File: config.mk
export PLATFORM = sky130hd
export DESIGN_NAME = gate_link
export DESIGN_NICKNAME = d
export VERILOG_FILES = /design/src/rtl/gate_link_pkg.sv /design/src/rtl/gate_link_tx.sv /design/src/rtl/gate_link_rx.sv /design/src/rtl/gate_link.sv
export SDC_FILE = /design/constraint.sdc
export NUM_CORES = 1
export LEC_CHECK = 0
export ABC_CLOCK_PERIOD_IN_PS = 1700
export CAP_MARGIN = 10
export CORE_ASPECT_RATIO = 0.75
export CORE_MARGIN = 2
export CORE_UTILIZATION = 51
export DETAILED_ROUTE_END_ITERATION = 10
export PLACE_DENSITY = 0.77
export SLEW_MARGIN = 20
export SYNTH_ARGS = -nofsm -noshare
export SYNTH_HDL_FRONTEND = slang
export SYNTH_SLANG_ARGS = --single-unit
File: constraint.sdc
create_clock -name clk -period 1.7 [get_ports clk]
set_input_delay 0.425 -clock clk [delete_from_list [all_inputs] [get_ports clk]]
set_output_delay 0.425 -clock clk [all_outputs]
set_load 0.01 [all_outputs]
File: src/rtl/gate_link_pkg.sv
package gate_link_pkg;
  // Bit currently on the line (transmitter) or bit expected next (receiver).
  typedef enum logic [1:0] {PH_IDLE, PH_START, PH_DATA, PH_CHECK} phase_t;
endpackage

File: src/rtl/gate_link_tx.sv
module gate_link_tx
  import gate_link_pkg::*;
#(
  parameter int REFRESH_CYC = 62
) (
  input  logic clk,
  input  logic rst_n,
  input  logic cmd_on,
  output logic tx_line
);
  localparam int RW = (REFRESH_CYC > 2) ? $clog2(REFRESH_CYC) : 2;
  localparam logic [RW-1:0] AGE_DUE = RW'(REFRESH_CYC - 1);

  phase_t         ph;
  logic           data_q;   // data bit of the frame on the line
  logic           sent_q;   // last state handed to a frame
  logic [RW-1:0]  age;      // edges since the last launch

  logic slot_free, refresh_due, changed, launch, abort_on;

  always_comb begin
    slot_free   = (ph == PH_IDLE) || (ph == PH_CHECK);
    refresh_due = (age == AGE_DUE);
    changed     = (cmd_on != sent_q);
    launch      = slot_free && (changed || refresh_due);
    abort_on    = (ph == PH_DATA) && data_q && !cmd_on;
  end

  always_ff @(posedge clk) begin
    if (!rst_n) begin
      ph      <= PH_IDLE;
      tx_line <= 1'b0;
      data_q  <= 1'b0;
      sent_q  <= 1'b0;
      age     <= AGE_DUE;
    end else if (launch) begin
      ph      <= PH_START;
      tx_line <= 1'b1;
      data_q  <= cmd_on;
      sent_q  <= cmd_on;
      age     <= '0;
    end else begin
      if (!refresh_due) age <= age + 1'b1;
      case (ph)
        PH_START: begin
          tx_line <= data_q;
          ph      <= PH_DATA;
        end
        PH_DATA: begin
          // a falling command spoils the check bit of an in-flight "on"
          tx_line <= abort_on ? data_q : ~data_q;
          ph      <= PH_CHECK;
        end
        default: begin
          tx_line <= 1'b0;
          ph      <= PH_IDLE;
        end
      endcase
    end
  end

  p_change_launch_r3: assert property (@(posedge clk) disable iff (!rst_n)
    (slot_free && changed) |=> (tx_line && ph == PH_START && data_q == $past(cmd_on)));

  p_refresh_launch_r4: assert property (@(posedge clk) disable iff (!rst_n)
    (slot_free && refresh_due) |=> (tx_line && age == '0));

  p_off_priority_r5: assert property (@(posedge clk) disable iff (!rst_n)
    (ph == PH_DATA && data_q && !cmd_on) |=> (tx_line && ph == PH_CHECK && sent_q));

  p_start_then_data_r2: assert property (@(posedge clk) disable iff (!rst_n)
    (ph == PH_START) |=> (tx_line == $past(data_q)));
endmodule

File: src/rtl/gate_link_rx.sv
module gate_link_rx
  import gate_link_pkg::*;
#(
  parameter int REFRESH_CYC  = 62,
  parameter int WD_PERIODS   = 4,
  parameter int REARM_FRAMES = 3
) (
  input  logic clk,
  input  logic rst_n,
  input  logic rx_line,
  output logic gate_on,
  output logic link_ok
);
  localparam int TIMEOUT = WD_PERIODS * REFRESH_CYC;
  localparam int WW = (TIMEOUT > 2) ? $clog2(TIMEOUT) : 2;
  localparam int GW = (REARM_FRAMES > 2) ? $clog2(REARM_FRAMES) : 1;
  localparam logic [WW-1:0] WD_LAST = WW'(TIMEOUT - 1);
  localparam logic [GW-1:0] GOOD_LAST = GW'(REARM_FRAMES - 1);

  phase_t         ph;
  logic           d_q;
  logic [WW-1:0]  wd_cnt;
  logic [GW-1:0]  good_cnt;

  logic frame_ok, frame_bad, expired;

  always_comb begin
    frame_ok  = (ph == PH_CHECK) && (rx_line != d_q);
    frame_bad = (ph == PH_CHECK) && (rx_line == d_q);
    expired   = link_ok && !frame_ok && (wd_cnt == WD_LAST);
  end

  // frame deserialiser
  always_ff @(posedge clk) begin
    if (!rst_n) begin
      ph  <= PH_IDLE;
      d_q <= 1'b0;
    end else begin
      case (ph)
        PH_IDLE:  if (rx_line) ph <= PH_DATA;
        PH_DATA:  begin d_q <= rx_line; ph <= PH_CHECK; end
        default:  ph <= PH_IDLE;
      endcase
    end
  end

  // loss-of-link timer
  always_ff @(posedge clk) begin
    if (!rst_n)             wd_cnt <= '0;
    else if (frame_ok)      wd_cnt <= '0;
    else if (wd_cnt != WD_LAST) wd_cnt <= wd_cnt + 1'b1;
  end

  // gate state and link health
  always_ff @(posedge clk) begin
    if (!rst_n) begin
      gate_on  <= 1'b0;
      link_ok  <= 1'b1;
      good_cnt <= '0;
    end else if (link_ok) begin
      if (frame_ok) gate_on <= d_q;
      else if (expired) begin
        gate_on  <= 1'b0;
        link_ok  <= 1'b0;
        good_cnt <= '0;
      end
    end else if (frame_ok) begin
      if (good_cnt == GOOD_LAST) begin
        link_ok  <= 1'b1;
        gate_on  <= d_q;
        good_cnt <= '0;
      end else begin
        good_cnt <= good_cnt + 1'b1;
      end
    end else if (frame_bad) begin
      good_cnt <= '0;
    end
  end

  p_gate_needs_frame_r6: assert property (@(posedge clk) disable iff (!rst_n)
    $rose(gate_on) |-> $past(ph == PH_CHECK && rx_line != d_q));

  p_timeout_edge_r7: assert property (@(posedge clk) disable iff (!rst_n)
    $fell(link_ok) |-> ($past(wd_cnt) == WD_LAST && !gate_on));

  p_down_holds_off_r8: assert property (@(posedge clk) disable iff (!rst_n)
    !link_ok |-> !gate_on);

  p_rearm_count_r8: assert property (@(posedge clk) disable iff (!rst_n)
    $rose(link_ok) |-> ($past(good_cnt) == GOOD_LAST && $past(frame_ok)));
endmodule

File: src/rtl/gate_link.sv
module gate_link #(
  parameter int REFRESH_CYC  = 62,
  parameter int WD_PERIODS   = 4,
  parameter int REARM_FRAMES = 3
) (
  input  logic clk,
  input  logic rst_n,
  input  logic cmd_on,
  output logic tx_line,
  input  logic rx_line,
  output logic gate_on,
  output logic link_ok
);
  gate_link_tx #(.REFRESH_CYC(REFRESH_CYC)) u_tx (
    .clk     (clk),
    .rst_n   (rst_n),
    .cmd_on  (cmd_on),
    .tx_line (tx_line)
  );

  gate_link_rx #(
    .REFRESH_CYC  (REFRESH_CYC),
    .WD_PERIODS   (WD_PERIODS),
    .REARM_FRAMES (REARM_FRAMES)
  ) u_rx (
    .clk     (clk),
    .rst_n   (rst_n),
    .rx_line (rx_line),
    .gate_on (gate_on),
    .link_ok (link_ok)
  );

  p_reset_idle_r1: assert property (@(posedge clk)
    !rst_n |=> (!tx_line && !gate_on && link_ok));
endmodule

==> results of run 1 <==
area by class of cell:
cell class | count | area [µm²]
Timing Repair Buffer | 10 | 90.1
Clock inverter | 1 | 5.00
Sequential cell | 25 | 504
Multi-Input combinational cell | 98 | 629
Inverter | 8 | 30.0
Tap cell | 25 | 31.3
Fill cell | 205 | 940
Clock buffer | 3 | 22.5
routing by layer:
layer / up-vias / routed length, µm
met1: 439 / 933
met3: 2 / 73
li1: 483 / -
met4: 0 / 9
met5: - / 0
met2: 11 / 940
cell families after synthesis:
group	after synthesis	share of synthesized area, %
AND/OR/NAND/NOR	49	20.1
adder cells (fa/ha/maj)	6	6.37
XOR/XNOR	13	9.66
AO/OA/AOI/OAI	28	15.6
multiplexers	2	1.70
flip-flops	25	42.5
buffers and inverters	12	4.14
placed cells by master, fill, tap and decap left out, drive strengths merged, types with 4 or more instances in the layout:
cell           count
inv                7
xor2               4
dfxtp             25
clkdlybuf4s50      6
a21oi              6
xnor2              9
ha                 6
nor2              18
nor3               6
nand2             10
nand3              8
o21ai             11
buf                4
registers in the layout (all words and copies together), names as in the netlist:
signal	flops
u_rx.ph	2
u_rx.link_ok	1
u_rx.gate_on	1
u_rx.wd_cnt	8
u_tx.age	6
u_tx.data_q	1
u_tx.tx_line	1
u_rx.d_q	1
u_tx.ph	2
u_rx.good_cnt	2
worst reg2reg max path, delay by kind of cell (launching register included):
family          cells  cell delay (ns)
compound gates      3             0.57
fa+ha+maj           1             0.43
buf+inv             1             0.06
flops               1             0.35
through the flow:
| stage | hold WS [ns] | power, µW | TNS (ns) |
|---|---|---|---|
| floorplan | 0.462 | 1300 | 0 |
| global placement | 0.476 | 1400 | -0.0819 |
| detailed placement | 0.483 | 1430 | -0.195 |
| CTS | 0.514 | 1690 | 0 |
| global route | 0.531 | 1810 | 0 |
| finish | 0.509 | 1670 | 0 |
repair_timing:
item | in CTS | in global routing
resized for setup | 2 | 0
hold buffers | 0 | 0
setup endpoints to repair | 1 | 0
buffers inserted | 1 | 0
power by group:
part	internal (µW)	switching, µW
clock network	88.0	170
registers	701	115
logic	278	321
total	1070	606
final timing paths:
kind / startpoint / depth (start not counted) / endpoint / slack [ns]
max: u_rx.link_ok / 1 / link_ok / 0.08
min: u_rx.wd_cnt[1] / 2 / u_rx.wd_cnt[1] / 0.51
max reg2reg: u_tx.ph[0] / 5 / u_tx.tx_line / 0.19
min reg2reg: u_rx.wd_cnt[1] / 2 / u_rx.wd_cnt[1] / 0.51
==> results_dict.tcl, run 1 <==
set metrics [dict create \
    outcome "complete, no violations" \
    syn_nets 145 \
    synth_cell_types 34 \
    dieHeight_um 45.6 \
    grt_antenna_before_repair 0 \
    yosysMostFrequentCell "sky130_fd_sc_hd__dfxtp_1" \
    use_met3_pct 5.11 \
    synth_largest_type_area_fraction_pct 42.5 \
    final_worst_path_period_share_pct 95.5 \
    routability_driven_placement_congestion_ratio 0.769 \
    final_core_util_pct 58.3 \
    asyncSetResetFlopFracSynth_pct 0 \
    drt_wl_total_um 1960 \
    finish.cell_count_without_fillers 170 \
    setup_viol 0 \
    detailed_route_via_count 935 \
    synth.largest_area_cell "sky130_fd_sc_hd__dfxtp_1" \
    syn2layout_area_growth_pct 11.4 \
    postSynth.topFlopCell "sky130_fd_sc_hd__dfxtp_1" \
    number_of_global_route_vias_before_repair 820 \
    cp_max_fo 2 \
    worst_path_dominant_cell_family "buffers and inverters" \
    p_leak_uw 0.000503 \
    cts_tree "yes" \
    startpoint_types "flop" \
    cts_inserted_buffers 3 \
    timing.final.crit_period_ns 1.62 \
    worst_setup_path_end_kind "primary output" \
    crit_path_max_delay_cell_type "sky130_fd_sc_hd__clkdlybuf4s50_1" \
    worst_setup_hold_path_clk_slew_ns 0.13 \
    peak_ir_drop_on_the_vdd_network_mv 0.642 \
    grt.met2_usage_pct 28.6 \
    syn-mean-instance-area_um2 8.73 \
    busiest_layer "met2" \
    netlist_area_um2 1180 \
    clockBufferDepth 2 \
    netlist_top_cells_count "25 x sky130_fd_sc_hd__dfxtp_1, 18 x sky130_fd_sc_hd__nor2_1, 10 x sky130_fd_sc_hd__nand2_1, 9 x sky130_fd_sc_hd__o21ai_0, 9 x sky130_fd_sc_hd__xnor2_1" \
    floorplan.core_area_um2 2250 \
    max_stage_delay_ns 0.52 \
    cts-root-buf "sky130_fd_sc_hd__clkbuf_4" \
    yosys_warn_count 0 \
    die_area_um2 2720 \
    htreeDepth 1 \
    grtUsageTotal_pct 16.2 \
    post-route-cell-area_um2 1310 \
    crit_chain "clkdlybuf4s50_1" \
    place.detailed.hpwl_um 1520 \
    placedInstanceArea_um2 1270 \
    drt_pass1_iterations 4 \
    postLayoutSetupSlackWorst_ns 0.0771 \
    crit_arrival_ns 1.20 \
    io_pins 7 \
    design.final.nets 156 \
    vias_per_cell 5.50 \
    synthesized_instance_count 135 \
    drive_above_1_share_pct 8.28 \
    numClockSinks 25 \
    clock_insertion_delay_worst_skew_ns 0.31 \
    placedCellCount 165 \
    synth_edf_count 0 \
    die_width_um 59.5 \
    timing.final.hold_violations 0 \
    start_util_pct 52.3 \
    grt_max_degree 15 \
    max_freq_mhz 616 \
    cap_violations 0 \
    synth.yosys.seq_area_share_pct 42.5 \
    post-place-ws_ns -0.116 \
    rows 15 \
    postSynthRegisterBits 25 \
    rsz0062_at_grt "false" \
    worst-setup-path-type "reg2out" \
    final_ant_viol_nets 0 \
    crit_required_ns 1.27 \
    groute.layer.met1.usage_pct 20.0 \
    timing.max_slew.rel_slack_pct 79.1 \
    critPathBufInv 1 \
    tightest_slew_ns 0.314 \
    power-per-cell-area_nw_per_um2 1270 \
    overflow 0 \
    clock_skew_ns 0.00327 \
    drt_first_iter_violations 20 \
    drcViolationCount 0 \
    grt_pass1_wl_um 3350 \
    routed_wire_length_per_instance_um 11.5 \
    hold_path_class "reg2reg" \
    finalMaxSlewViolations 0 \
    number_of_i_o_port_buffers 6 \
    insertedDiodeCount 0 \
    top_area_cells_in_the_synthesized_netlist "sky130_fd_sc_hd__dfxtp_1 42%, sky130_fd_sc_hd__xnor2_1 6.7%, sky130_fd_sc_hd__ha_1 6.4%" \
]
(Power assumes the default switching activity.)
==> run 2: changes to the inputs <==
--- a/config.mk
+++ b/config.mk
@@ -8,7 +8,7 @@
 export ABC_CLOCK_PERIOD_IN_PS = 1700
 export CAP_MARGIN = 10
 export CORE_ASPECT_RATIO = 0.75
-export CORE_MARGIN = 2
+export CORE_MARGIN = 3
 export CORE_UTILIZATION = 51
 export DETAILED_ROUTE_END_ITERATION = 10
 export PLACE_DENSITY = 0.77
==> results_dict.tcl, run 2 (synthesis gave the netlist of run 1 again) <==
set metrics [dict create \
    net_load_switching_power_uw 624 \
    place.detailed.hpwl_um 1490 \
    numClockSinks 25 \
    clockBufferDepth 2 \
    design.final.nets 155 \
    holdCritStartpoint "u_rx.link_ok" \
    crit_arrival_ns 1.19 \
    finalPower_uw 1700 \
    crit_path_max_delay_cell_type "sky130_fd_sc_hd__clkdlybuf4s50_1" \
    tightest_slew_ns 0.316 \
    worstSetupStartpoint "u_rx.gate_on" \
    timing.final.hold_violations 0 \
    setup_viol 0 \
    drt_wl_total_um 2030 \
    grt_antenna_before_repair 0 \
    overflow 0 \
    max_freq_mhz 620 \
    startpoint_types "flop" \
    vias_per_cell 5.66 \
    hold_ws_ns 0.499 \
    cap_violations 0 \
    postLayoutSetupSlackWorst_ns 0.0861 \
    dieHeight_um 47.6 \
    final_worst_path_period_share_pct 94.9 \
    power.clock.fraction_pct 15.1 \
    worst_setup_hold_path_clk_slew_ns 0.13 \
    max_stage_delay_ns 0.53 \
    largest_register_ff_count 8 \
    rsz0062_at_grt "false" \
    die_width_um 61.5 \
    worst_path_dominant_cell_family "buffers and inverters" \
    swShare_pct 36.8 \
    timing.final.crit_period_ns 1.61 \
    sequentialPowerShare_pct 48.4 \
    final_core_util_pct 62.3 \
    post-place-ws_ns -0.0915 \
    crit_chain "clkdlybuf4s50_1" \
    grtUsageTotal_pct 16.0 \
    critPathBufInv 1 \
    timing.max_slew.rel_slack_pct 78.9 \
    fin_tns_setup_ns 0 \
    post_cts_resized 2 \
    drt_first_iter_violations 33 \
    detailed_route_via_count 951 \
    cts_inserted_buffers 3 \
    routability_driven_placement_congestion_ratio 0.863 \
    drive_above_1_share_pct 7.64 \
    grt_max_degree 14 \
    nFillCells 192 \
    number_of_global_route_vias_before_repair 817 \
    drt_pass1_iterations 4 \
    io_pins 7 \
    number_of_i_o_port_buffers 6 \
    post_cts.repair.setup_buffers 0 \
    cp_max_fo 2 \
    most_common_library_cell_in_the_layout_ignoring_fill_and_taps "sky130_fd_sc_hd__dfxtp_1" \
    power-per-cell-area_nw_per_um2 1300 \
    grt_pass1_wl_um 3440 \
    clock_skew_ns 0.00988 \
    syn2layout_area_growth_pct 11.0 \
    holdBufCountCts 0 \
    routed_wire_length_per_instance_um 12.1 \
    finalMaxSlewViolations 0 \
    hold_path_class "reg2reg" \
    cts_tree "yes" \
    internal_power_uw 1070 \
    floorplan.core_area_um2 2100 \
    p_leak_uw 0.000499 \
    cts-root-buf "sky130_fd_sc_hd__clkbuf_4" \
    worst-setup-path-type "reg2out" \
    insertedDiodeCount 0 \
    start_util_pct 56.1 \
    outcome "complete, no violations" \
    rows 14 \
    worst_setup_path_end_kind "primary output" \
    crit-reg2reg-launch "u_tx.ph[0]" \
    htreeDepth 1 \
    final_cell_mix "24 x sky130_fd_sc_hd__dfxtp_1, 18 x sky130_fd_sc_hd__nor2_1, 10 x sky130_fd_sc_hd__nand2_1" \
    peak_ir_drop_on_the_vdd_network_mv 0.671 \
    clock_insertion_delay_worst_skew_ns 0.32 \
    largest-register "u_rx.wd_cnt" \
    die_area_um2 2930 \
    drcViolationCount 0 \
    combinationalPowerShare_pct 36.6 \
    crit_required_ns 1.27 \
    reg.largest.list "u_rx.wd_cnt x8, u_tx.age x6" \
    final_ant_viol_nets 0 \
]
-- run 2: stage by stage --
stage	instances	cell area [µm²]
floorplan	135	1180
global placement	164	1270
detailed placement	164	1270
CTS	168	1300
global route	168	1310
finish	168	1310
-- run 2: layout make-up --
type | count | area (µm²) | area share, %
multi-input cells | 98 | 633 | 48.4
flip-flops and latches | 25 | 504 | 38.5
repair buffers | 9 | 85.1 | 6.50
inverters | 8 | 30.0 | 2.29
well taps | 24 | 30.0 | 2.29
clock buffers | 4 | 26.3 | 2.01
-- run 2: worst paths after layout --
path,end,slack (ns),depth (start not counted)
worst max-delay path,gate_on,0.09,1
worst min-delay path,u_rx.good_cnt[1],0.50,1
worst max register to register,u_tx.tx_line,0.19,5
worst min register to register,u_rx.good_cnt[1],0.50,1
-- run 2: power groups by stage --
stage | sequential [µW] | clock [µW] | combinational, µW
5_1_grt | 839 | 300 | 708
3_3_place_gp | 827 | 0 | 571
4_1_cts | 819 | 269 | 602
2_1_floorplan | 815 | 0 | 481
3_5_place_dp | 833 | 0 | 599
6_report | 820 | 256 | 620
-- run 2: layer usage --
metal | wire [µm] | vias to the layer above | global-route usage (%) | part of all wire (%)
met5 | 0 | - | 0 | 0
met4 | 23 | 0 | 3.81 | 1.1
li1 | - | 482 | - | -
met2 | 934 | 25 | 26.7 | 46
met1 | 979 | 438 | 19.6 | 48
met3 | 91 | 6 | 6.47 | 4.5
==> run 3: changes to the inputs <==
--- a/config.mk
+++ b/config.mk
@@ -6,10 +6,11 @@
 export NUM_CORES = 1
 export LEC_CHECK = 0
 export ABC_CLOCK_PERIOD_IN_PS = 1700
-export CAP_MARGIN = 10
+export CAP_MARGIN = 20
 export CORE_ASPECT_RATIO = 0.75
 export CORE_MARGIN = 3
 export CORE_UTILIZATION = 51
+export CTS_CLUSTER_SIZE = 30
 export DETAILED_ROUTE_END_ITERATION = 10
 export PLACE_DENSITY = 0.77
 export SLEW_MARGIN = 20
==> results of run 3 <==
The final DEF is identical to that of run 2; final timing and power are the same.
